--- config.mk ---
export PLATFORM = sky130hd
export DESIGN_NAME = prio_irq_ctrl
export DESIGN_NICKNAME = d
export VERILOG_FILES = /design/src/rtl/pic_pkg.sv /design/src/rtl/pic_regs.sv /design/src/rtl/pic_pending.sv /design/src/rtl/pic_arbiter.sv /design/src/rtl/prio_irq_ctrl.sv
export SDC_FILE = /design/constraint.sdc
export NUM_CORES = 1
export LEC_CHECK = 0
export BUFFER_PORTS_ARGS = -buffer_cell sky130_fd_sc_hd__buf_2
export CELL_PAD_IN_SITES_DETAIL_PLACEMENT = 1
export CELL_PAD_IN_SITES_GLOBAL_PLACEMENT = 1
export CORE_UTILIZATION = 44
export DETAILED_ROUTE_END_ITERATION = 7
export PLACE_DENSITY = 0.75
export SYNTH_ARGS = -nofsm -noshare
export SYNTH_HDL_FRONTEND = slang
export SYNTH_SLANG_ARGS = --single-unit
--- constraint.sdc ---
create_clock -name clk -period 53.6 [get_ports clk]
set_input_delay 2.68 -clock clk [delete_from_list [all_inputs] [get_ports clk]]
set_output_delay 2.68 -clock clk [all_outputs]
set_load 0.005 [all_outputs]
--- src/rtl/pic_pkg.sv ---
package pic_pkg;
    localparam int REG_AW = 5;
    localparam int REG_DW = 16;

    localparam logic [REG_AW-1:0] A_VBASE    = 5'd8;
    localparam logic [REG_AW-1:0] A_F0_MATCH = 5'd9;
    localparam logic [REG_AW-1:0] A_F0_LO    = 5'd10;
    localparam logic [REG_AW-1:0] A_F0_HI    = 5'd11;
    localparam logic [REG_AW-1:0] A_F1_MATCH = 5'd12;
    localparam logic [REG_AW-1:0] A_F1_LO    = 5'd13;
    localparam logic [REG_AW-1:0] A_F1_HI    = 5'd14;
    localparam logic [REG_AW-1:0] A_PEND0    = 5'd16;
    localparam logic [REG_AW-1:0] A_STATUS   = 5'd20;

    // Map a nonzero 2-bit field to its effective level inside the source window
    function automatic logic [1:0] eff_level(input logic [1:0] fld, input logic hi_win);
        return hi_win ? fld : (fld - 2'd1);
    endfunction
endpackage

--- src/rtl/pic_regs.sv ---
module pic_regs
    import pic_pkg::*;
#(
    parameter int NUM_SRC = 46,
    parameter int VEC_W   = 6,
    parameter int ADDR_W  = 21
) (
    input  logic                  clk,
    input  logic                  rst_n,
    input  logic                  wr_en,
    input  logic [REG_AW-1:0]     addr,
    input  logic [REG_DW-1:0]     wr_data,
    output logic [REG_DW-1:0]     rd_data,
    input  logic [NUM_SRC-1:0]    pend,
    input  logic [2:0]            stat,
    output logic [2*NUM_SRC-1:0]  prio_flat,
    output logic [ADDR_W-VEC_W-1:0] vbase,
    output logic [VEC_W-1:0]      fm0,
    output logic [VEC_W-1:0]      fm1,
    output logic [ADDR_W-1:0]     fa0,
    output logic [ADDR_W-1:0]     fa1
);
    localparam int PRIO_REGS = (NUM_SRC + 7) / 8;
    localparam int PEND_REGS = (NUM_SRC + 15) / 16;
    localparam int BASE_W    = ADDR_W - VEC_W;
    localparam int FHI_W     = ADDR_W - REG_DW;

    typedef struct packed {
        logic [2*NUM_SRC-1:0] prio;
        logic [BASE_W-1:0]    vbase;
        logic [VEC_W-1:0]     fm0;
        logic [VEC_W-1:0]     fm1;
        logic [ADDR_W-1:0]    fa0;
        logic [ADDR_W-1:0]    fa1;
    } regs_t;

    regs_t q, d;
    logic [16*PRIO_REGS-1:0] prio_pad;
    logic [16*PEND_REGS-1:0] pend_pad;

    always_comb begin
        d = q;
        if (wr_en) begin
            for (int s = 0; s < NUM_SRC; s++) begin
                if (addr == REG_AW'(s / 8))
                    d.prio[2*s +: 2] = wr_data[2*(s%8) +: 2];
            end
            case (addr)
                A_VBASE:    d.vbase = wr_data[BASE_W-1:0];
                A_F0_MATCH: d.fm0 = wr_data[VEC_W-1:0];
                A_F0_LO:    d.fa0[REG_DW-1:0] = wr_data;
                A_F0_HI:    d.fa0[ADDR_W-1:REG_DW] = wr_data[FHI_W-1:0];
                A_F1_MATCH: d.fm1 = wr_data[VEC_W-1:0];
                A_F1_LO:    d.fa1[REG_DW-1:0] = wr_data;
                A_F1_HI:    d.fa1[ADDR_W-1:REG_DW] = wr_data[FHI_W-1:0];
                default: ;
            endcase
        end
    end

    always_ff @(posedge clk or negedge rst_n) begin
        if (!rst_n) begin
            q.prio  <= '0;
            q.vbase <= '0;
            q.fm0   <= '1;
            q.fm1   <= '1;
            q.fa0   <= '0;
            q.fa1   <= '0;
        end else begin
            q <= d;
        end
    end

    assign prio_pad = (16*PRIO_REGS)'(q.prio);
    assign pend_pad = (16*PEND_REGS)'(pend);

    always_comb begin
        rd_data = '0;
        for (int r = 0; r < PRIO_REGS; r++) begin
            if (addr == REG_AW'(r)) rd_data = prio_pad[16*r +: 16];
        end
        for (int r = 0; r < PEND_REGS; r++) begin
            if (addr == A_PEND0 + REG_AW'(r)) rd_data = pend_pad[16*r +: 16];
        end
        case (addr)
            A_VBASE:    rd_data = REG_DW'(q.vbase);
            A_F0_MATCH: rd_data = REG_DW'(q.fm0);
            A_F0_LO:    rd_data = q.fa0[REG_DW-1:0];
            A_F0_HI:    rd_data = REG_DW'(q.fa0[ADDR_W-1:REG_DW]);
            A_F1_MATCH: rd_data = REG_DW'(q.fm1);
            A_F1_LO:    rd_data = q.fa1[REG_DW-1:0];
            A_F1_HI:    rd_data = REG_DW'(q.fa1[ADDR_W-1:REG_DW]);
            A_STATUS:   rd_data = REG_DW'(stat);
            default: ;
        endcase
    end

    assign prio_flat = q.prio;
    assign vbase     = q.vbase;
    assign fm0       = q.fm0;
    assign fm1       = q.fm1;
    assign fa0       = q.fa0;
    assign fa1       = q.fa1;
endmodule

--- src/rtl/pic_pending.sv ---
module pic_pending #(
    parameter int NUM_SRC = 46,
    parameter int VEC_W   = 6
) (
    input  logic               clk,
    input  logic               rst_n,
    input  logic [NUM_SRC-1:0] req,
    input  logic               ack_valid,
    input  logic [VEC_W-1:0]   ack_vec,
    output logic [NUM_SRC-1:0] pend,
    output logic [NUM_SRC-1:0] req_prev
);
    typedef struct packed {
        logic [NUM_SRC-1:0] req;
        logic [NUM_SRC-1:0] pend;
    } pend_t;

    pend_t q, d;
    logic [NUM_SRC-1:0] clr;

    always_comb begin
        clr    = ack_valid ? (NUM_SRC'(1) << ack_vec) : '0;
        d.req  = req;
        d.pend = (q.pend & ~clr) | (req & ~q.req);
    end

    always_ff @(posedge clk or negedge rst_n) begin
        if (!rst_n) q <= '0;
        else        q <= d;
    end

    assign pend     = q.pend;
    assign req_prev = q.req;
endmodule

--- src/rtl/pic_arbiter.sv ---
module pic_arbiter
    import pic_pkg::*;
#(
    parameter int                 NUM_SRC  = 46,
    parameter int                 VEC_W    = 6,
    parameter logic [NUM_SRC-1:0] HIGH_WIN = '0
) (
    input  logic [NUM_SRC-1:0]   pend,
    input  logic [2*NUM_SRC-1:0] prio_flat,
    output logic                 found,
    output logic [VEC_W-1:0]     win_vec,
    output logic [1:0]           win_lvl
);
    always_comb begin
        logic [1:0] fld;
        logic [1:0] lvl;
        found   = 1'b0;
        win_vec = '0;
        win_lvl = '0;
        for (int i = 0; i < NUM_SRC; i++) begin
            fld = prio_flat[2*i +: 2];
            lvl = eff_level(fld, HIGH_WIN[i]);
            // strict compare keeps the lowest index on a tie
            if (pend[i] && (fld != 2'b00) && (!found || (lvl > win_lvl))) begin
                found   = 1'b1;
                win_lvl = lvl;
                win_vec = VEC_W'(i);
            end
        end
    end
endmodule

--- src/rtl/prio_irq_ctrl.sv ---
module prio_irq_ctrl
    import pic_pkg::*;
#(
    parameter int                  NUM_SRC   = 46,
    parameter int                  ADDR_W    = 21,
    parameter logic [NUM_SRC-1:0]  HIGH_WIN  = NUM_SRC'(4'hF),
    parameter logic [ADDR_W-1:0]   RESET_VEC = ADDR_W'(21'h100000),
    localparam int                 VEC_W     = $clog2(NUM_SRC + 1)
) (
    input  logic               clk,
    input  logic               rst_n,
    input  logic [NUM_SRC-1:0] irq_req,
    input  logic [1:0]         core_mask,
    input  logic               ack_valid,
    input  logic [VEC_W-1:0]   ack_vec,
    input  logic               reg_wr_en,
    input  logic [REG_AW-1:0]  reg_addr,
    input  logic [REG_DW-1:0]  reg_wr_data,
    output logic [REG_DW-1:0]  reg_rd_data,
    output logic               irq_valid,
    output logic [1:0]         irq_level,
    output logic [VEC_W-1:0]   irq_vec,
    output logic [ADDR_W-1:0]  irq_addr
);
    localparam int BASE_W = ADDR_W - VEC_W;

    typedef struct packed {
        logic              valid;
        logic [1:0]        lvl;
        logic [VEC_W-1:0]  vec;
        logic [ADDR_W-1:0] addr;
    } out_t;

    out_t q, d;

    logic [NUM_SRC-1:0]   pend_vec;
    logic [NUM_SRC-1:0]   req_prev;
    logic [2*NUM_SRC-1:0] prio_flat;
    logic [BASE_W-1:0]    vbase;
    logic [VEC_W-1:0]     fm0, fm1;
    logic [ADDR_W-1:0]    fa0, fa1;
    logic                 found;
    logic [VEC_W-1:0]     win_vec;
    logic [1:0]           win_lvl;

    pic_pending #(.NUM_SRC(NUM_SRC), .VEC_W(VEC_W)) u_pend (
        .clk(clk), .rst_n(rst_n), .req(irq_req),
        .ack_valid(ack_valid), .ack_vec(ack_vec),
        .pend(pend_vec), .req_prev(req_prev)
    );

    pic_regs #(.NUM_SRC(NUM_SRC), .VEC_W(VEC_W), .ADDR_W(ADDR_W)) u_regs (
        .clk(clk), .rst_n(rst_n), .wr_en(reg_wr_en), .addr(reg_addr),
        .wr_data(reg_wr_data), .rd_data(reg_rd_data),
        .pend(pend_vec), .stat({q.valid, q.lvl}),
        .prio_flat(prio_flat), .vbase(vbase),
        .fm0(fm0), .fm1(fm1), .fa0(fa0), .fa1(fa1)
    );

    pic_arbiter #(.NUM_SRC(NUM_SRC), .VEC_W(VEC_W), .HIGH_WIN(HIGH_WIN)) u_arb (
        .pend(pend_vec), .prio_flat(prio_flat),
        .found(found), .win_vec(win_vec), .win_lvl(win_lvl)
    );

    always_comb begin
        d       = q;
        d.valid = found && (win_lvl >= core_mask);
        if (found) begin
            d.lvl = win_lvl;
            d.vec = win_vec;
            if (win_vec == fm0)      d.addr = fa0;
            else if (win_vec == fm1) d.addr = fa1;
            else                     d.addr = {vbase, win_vec};
        end
    end

    always_ff @(posedge clk or negedge rst_n) begin
        if (!rst_n) begin
            q.valid <= 1'b0;
            q.lvl   <= '0;
            q.vec   <= '0;
            q.addr  <= RESET_VEC;
        end else begin
            q <= d;
        end
    end

    assign irq_valid = q.valid;
    assign irq_level = q.lvl;
    assign irq_vec   = q.vec;
    assign irq_addr  = q.addr;
endmodule

==> results by group <==
STA
  • Fmax: ~17 MHz
  • Clk_skew: 0.0294 ns
  • Worst Tran Pin Value: ~1.3 ns
  • Setup ws final: -4.92 ns
  • Final Hold Fails: 0
  • Period utilization: 109%
  • RSZ-0062 raised after global routing: yes
  • Final setup vio count: 30
  • Slew margin rel.: 14.3%
  • Pins over their slew limit: 0
  • Tmin final: about 59 ns

Global route
  • First-pass GRT wire length: between 100 and 150 mm
  • Global Route Usage Sum: between 40% and 50%
  • Initial antenna violation count: 11
  • Vias in the first global route: ~20k
  • Largest net degree at the start of global routing: 125
  • GRT overflow: 0

Detailed routing
  • Starting DRT DRC Count: 2300
  • Antenna Violating Nets Remaining: 0
  • Final wirelength: 95.4 mm
  • Vias: between 20k and 25k
  • Detailed-route DRC error count: 9
  • DRT Pass-1 Iters: 8
  • Vias per cell: between 6 and 7
  • WL per Instance: approximately 32 um

Logic synthesis
  • Ys async rst share: 100%
  • Post-Syn Area per Cell: around 9.6 um2
  • Synth Warn #: 0
  • Post-synth EDFFs: 0
  • Synth Cell Area: between 15000 and 20000 um2
  • Syn_nets: 2071
  • Post-synth cell types: 108
  • Top_reg_cell synth: dfrtp_1
  • Gate Count Post-Synth: 1897
  • Synthesis-stage register bit count: between 200 and 300
  • Sequential area share after synthesis: approximately two fifths

Clocking
  • H-tree depth: 1
  • CTS tree: yes
  • Cts bufs inserted: 30
  • CTS Buffer Depth: 3
  • Clk sinks: ~280
  • Clock slew at reported path FFs: around 0.08 ns
  • Root Driver: clkbuf_16
  • Clk_lat worst skew: ~0.60 ns
  • Hold_buf cts: 0

Setup path
  • Crit Path Class: reg2reg
  • Critical path peak fanout: 6
  • Slowest stage delay, CP: 0.66 ns
  • Startpoint types: register
  • Critical Path AT: 58.98 ns
  • Endpoint class of the critical path: register
  • Most common cell on crit path: ha_4
  • Worst EP required: between 50 and 60 ns
  • Cell at the slowest stage of the critical path: nor3_1

Outcome
  • Failing checks: design-rule violations, negative setup slack
  • Outcome: complete, but fails checks

Placed design
  • Post-DP HPWL: between 50 and 60 mm
  • Placer Congestion: 1.00
  • # port buffers: 124
  • Place WS: -2.60 ns

Run
  • Max-cap violations: 0

Floorplan
  • Core Area: 40800 um2
  • Starting Density: around 45%
  • IO Pins: around 130
  • Die H: 205 um
  • # rows: 74
  • Die X: roughly 200 um
  • DIE AREA: 42200 um2

Hold path
  • Min-Delay Path Class: reg2reg

Final layout
  • Fillers: 4430
  • Share of cells above drive strength 1: a little under half
  • Synthesis-to-finish area growth: 38.6%
  • Final net count: about 2.6k
[synth_stat cells, types with 6 or more instances]
library cell  number  share of area, %
nor2b_1           42               1.4
a211oi_2          14              0.96
mux2_2           153               9.5
a222oi_1          23               1.3
nand3b_1           6              0.25
a22o_1             6              0.29
and3_1             8              0.28
nand4_1           20              0.69
o22a_1             6              0.29
or3_1             14              0.48
nand2_1          134               2.8
nor3_1            41               1.1
mux4_2            16               2.0
and2_1             7              0.24
a21oi_1           59               1.6
o21ai_0          194               5.3
dfrtp_1          270                37
clkbuf_1          43              0.89
o21a_1            33               1.4
inv_1            167               3.4
nor2_1           120               2.5
a31oi_1           16              0.55
o21ai_1           24              0.66
nand2b_1          49               1.7
a211oi_1          10              0.41
o31ai_1            9              0.37
nor4_1             8              0.28
mux2i_1           12              0.66
ha_1              95               6.5
a22oi_1           32               1.3
o211ai_1          15              0.62
or2_2             16              0.55
nand3_1           45               1.2
dfstp_2           13               1.9
a21o_1            10              0.41
o32ai_1            8              0.39
a21boi_0           6              0.25
[layout by cell type, fill, tap and decap left out, types with 34 or more instances in the layout]
master    netlist  layout
buf_2           4     123
nand2b_1       49      48
o21ai_0       194     147
nand3_1        45      41
dfrtp_1       270     270
nor2_1        120      97
inv_1         167     158
a21oi_1        59      34
nor2b_1        42      35
nand2_1       134     117
ha_1           95      62
o21ai_2         2      36
mux2_2        153     146
buf_4           2     398
[logic make-up after synthesis]
group | after synthesis | share of synthesized area, %
multiplexers | 181 | 12.1
flip-flops | 283 | 39.0
adder cells (fa/ha/maj) | 99 | 6.76
AND/OR/NAND/NOR | 542 | 15.2
AO/OA/AOI/OAI | 563 | 21.8
buffers and inverters | 224 | 4.90
XOR/XNOR | 5 | 0.282
[metal layers]
| metal | GRT usage [%] | share of wire (%) |
|---|---|---|
| met1 | 49.7 | 36 |
| met2 | 64.4 | 44 |
| met3 | 9.82 | 11 |
| met4 | 25.1 | 9.0 |
| met5 | 0 | 0.044 |
[flip-flops by register name (all words and copies together) (netlist names), 15 cells and up]
register and flops:
u_pend.pend 46, u_regs.fa1 21, irq_addr 21, u_regs.vbase 15
u_regs.prio_flat 92, u_pend.req_prev 46, u_regs.fa0 21
[path summary, 6_finish.rpt]
check / end / slack (ns) / depth (start not counted) / startpoint
max in group asynchronous: u_pend.pend[43] / 48.75 / 3 / rst_n
min: u_pend.pend[44] / 0.41 / 1 / u_pend.req_prev[44]
max reg2reg: irq_addr[5] / -4.92 / 299 / u_regs.prio_flat[1]
max: irq_addr[5] / -4.92 / 299 / u_regs.prio_flat[1]
min reg2reg: u_pend.pend[44] / 0.41 / 1 / u_pend.req_prev[44]
min in group asynchronous: u_pend.pend[4] / 2.18 / 1 / rst_n
[final cells by class]
cell class                      instances  area (um2)  area share (%)
Inverter                              167         629            2.50
Tap cell                              532         666            2.64
Multi-Input combinational cell       1393       12100            47.9
Clock buffer                           41         853            3.38
Timing Repair Buffer                  535        3780            15.0
Antenna cell                            8        20.0          0.0794
Sequential cell                       283        7100            28.1
Clock inverter                         10        85.1           0.337
[critical path, delay by kind of cell (launching register included)]
kind	cells	cell delay, ns
AOI/OAI and AO/OA	138	24.29
and+or+nand+nor	81	15.14
adders and majority gates	48	12.46
muxes	15	4.13
buffers and inverters	17	1.80
DFF	1	0.41
[stage by stage]
step	hold slack (ns)	utilization, %	cells	setup TNS (ns)	cell area, um2
floorplan	0.400	-	1897	0	18800
global placement	0.403	51.8	2666	-0.254	21100
detailed placement	0.413	51.8	2666	-61.83	21100
CTS	0.416	58.7	2907	-4.95	24000
global route	0.433	61.7	2961	-179.31	25200
finish	0.409	61.8	2969	-134.91	25200
[what timing repair did]
action / 4_1_cts / 5_1_grt
gates cloned: 3 / 0
endpoints found under the setup margin: 30 / 30
pin swaps: 137 / 137
resized for setup: 96 / 150
setup buffers: 187 / 57
Power is left out: the tool's default activity adds up to more than one toggle a clock period on the data nets, which glitch-free logic cannot reach.
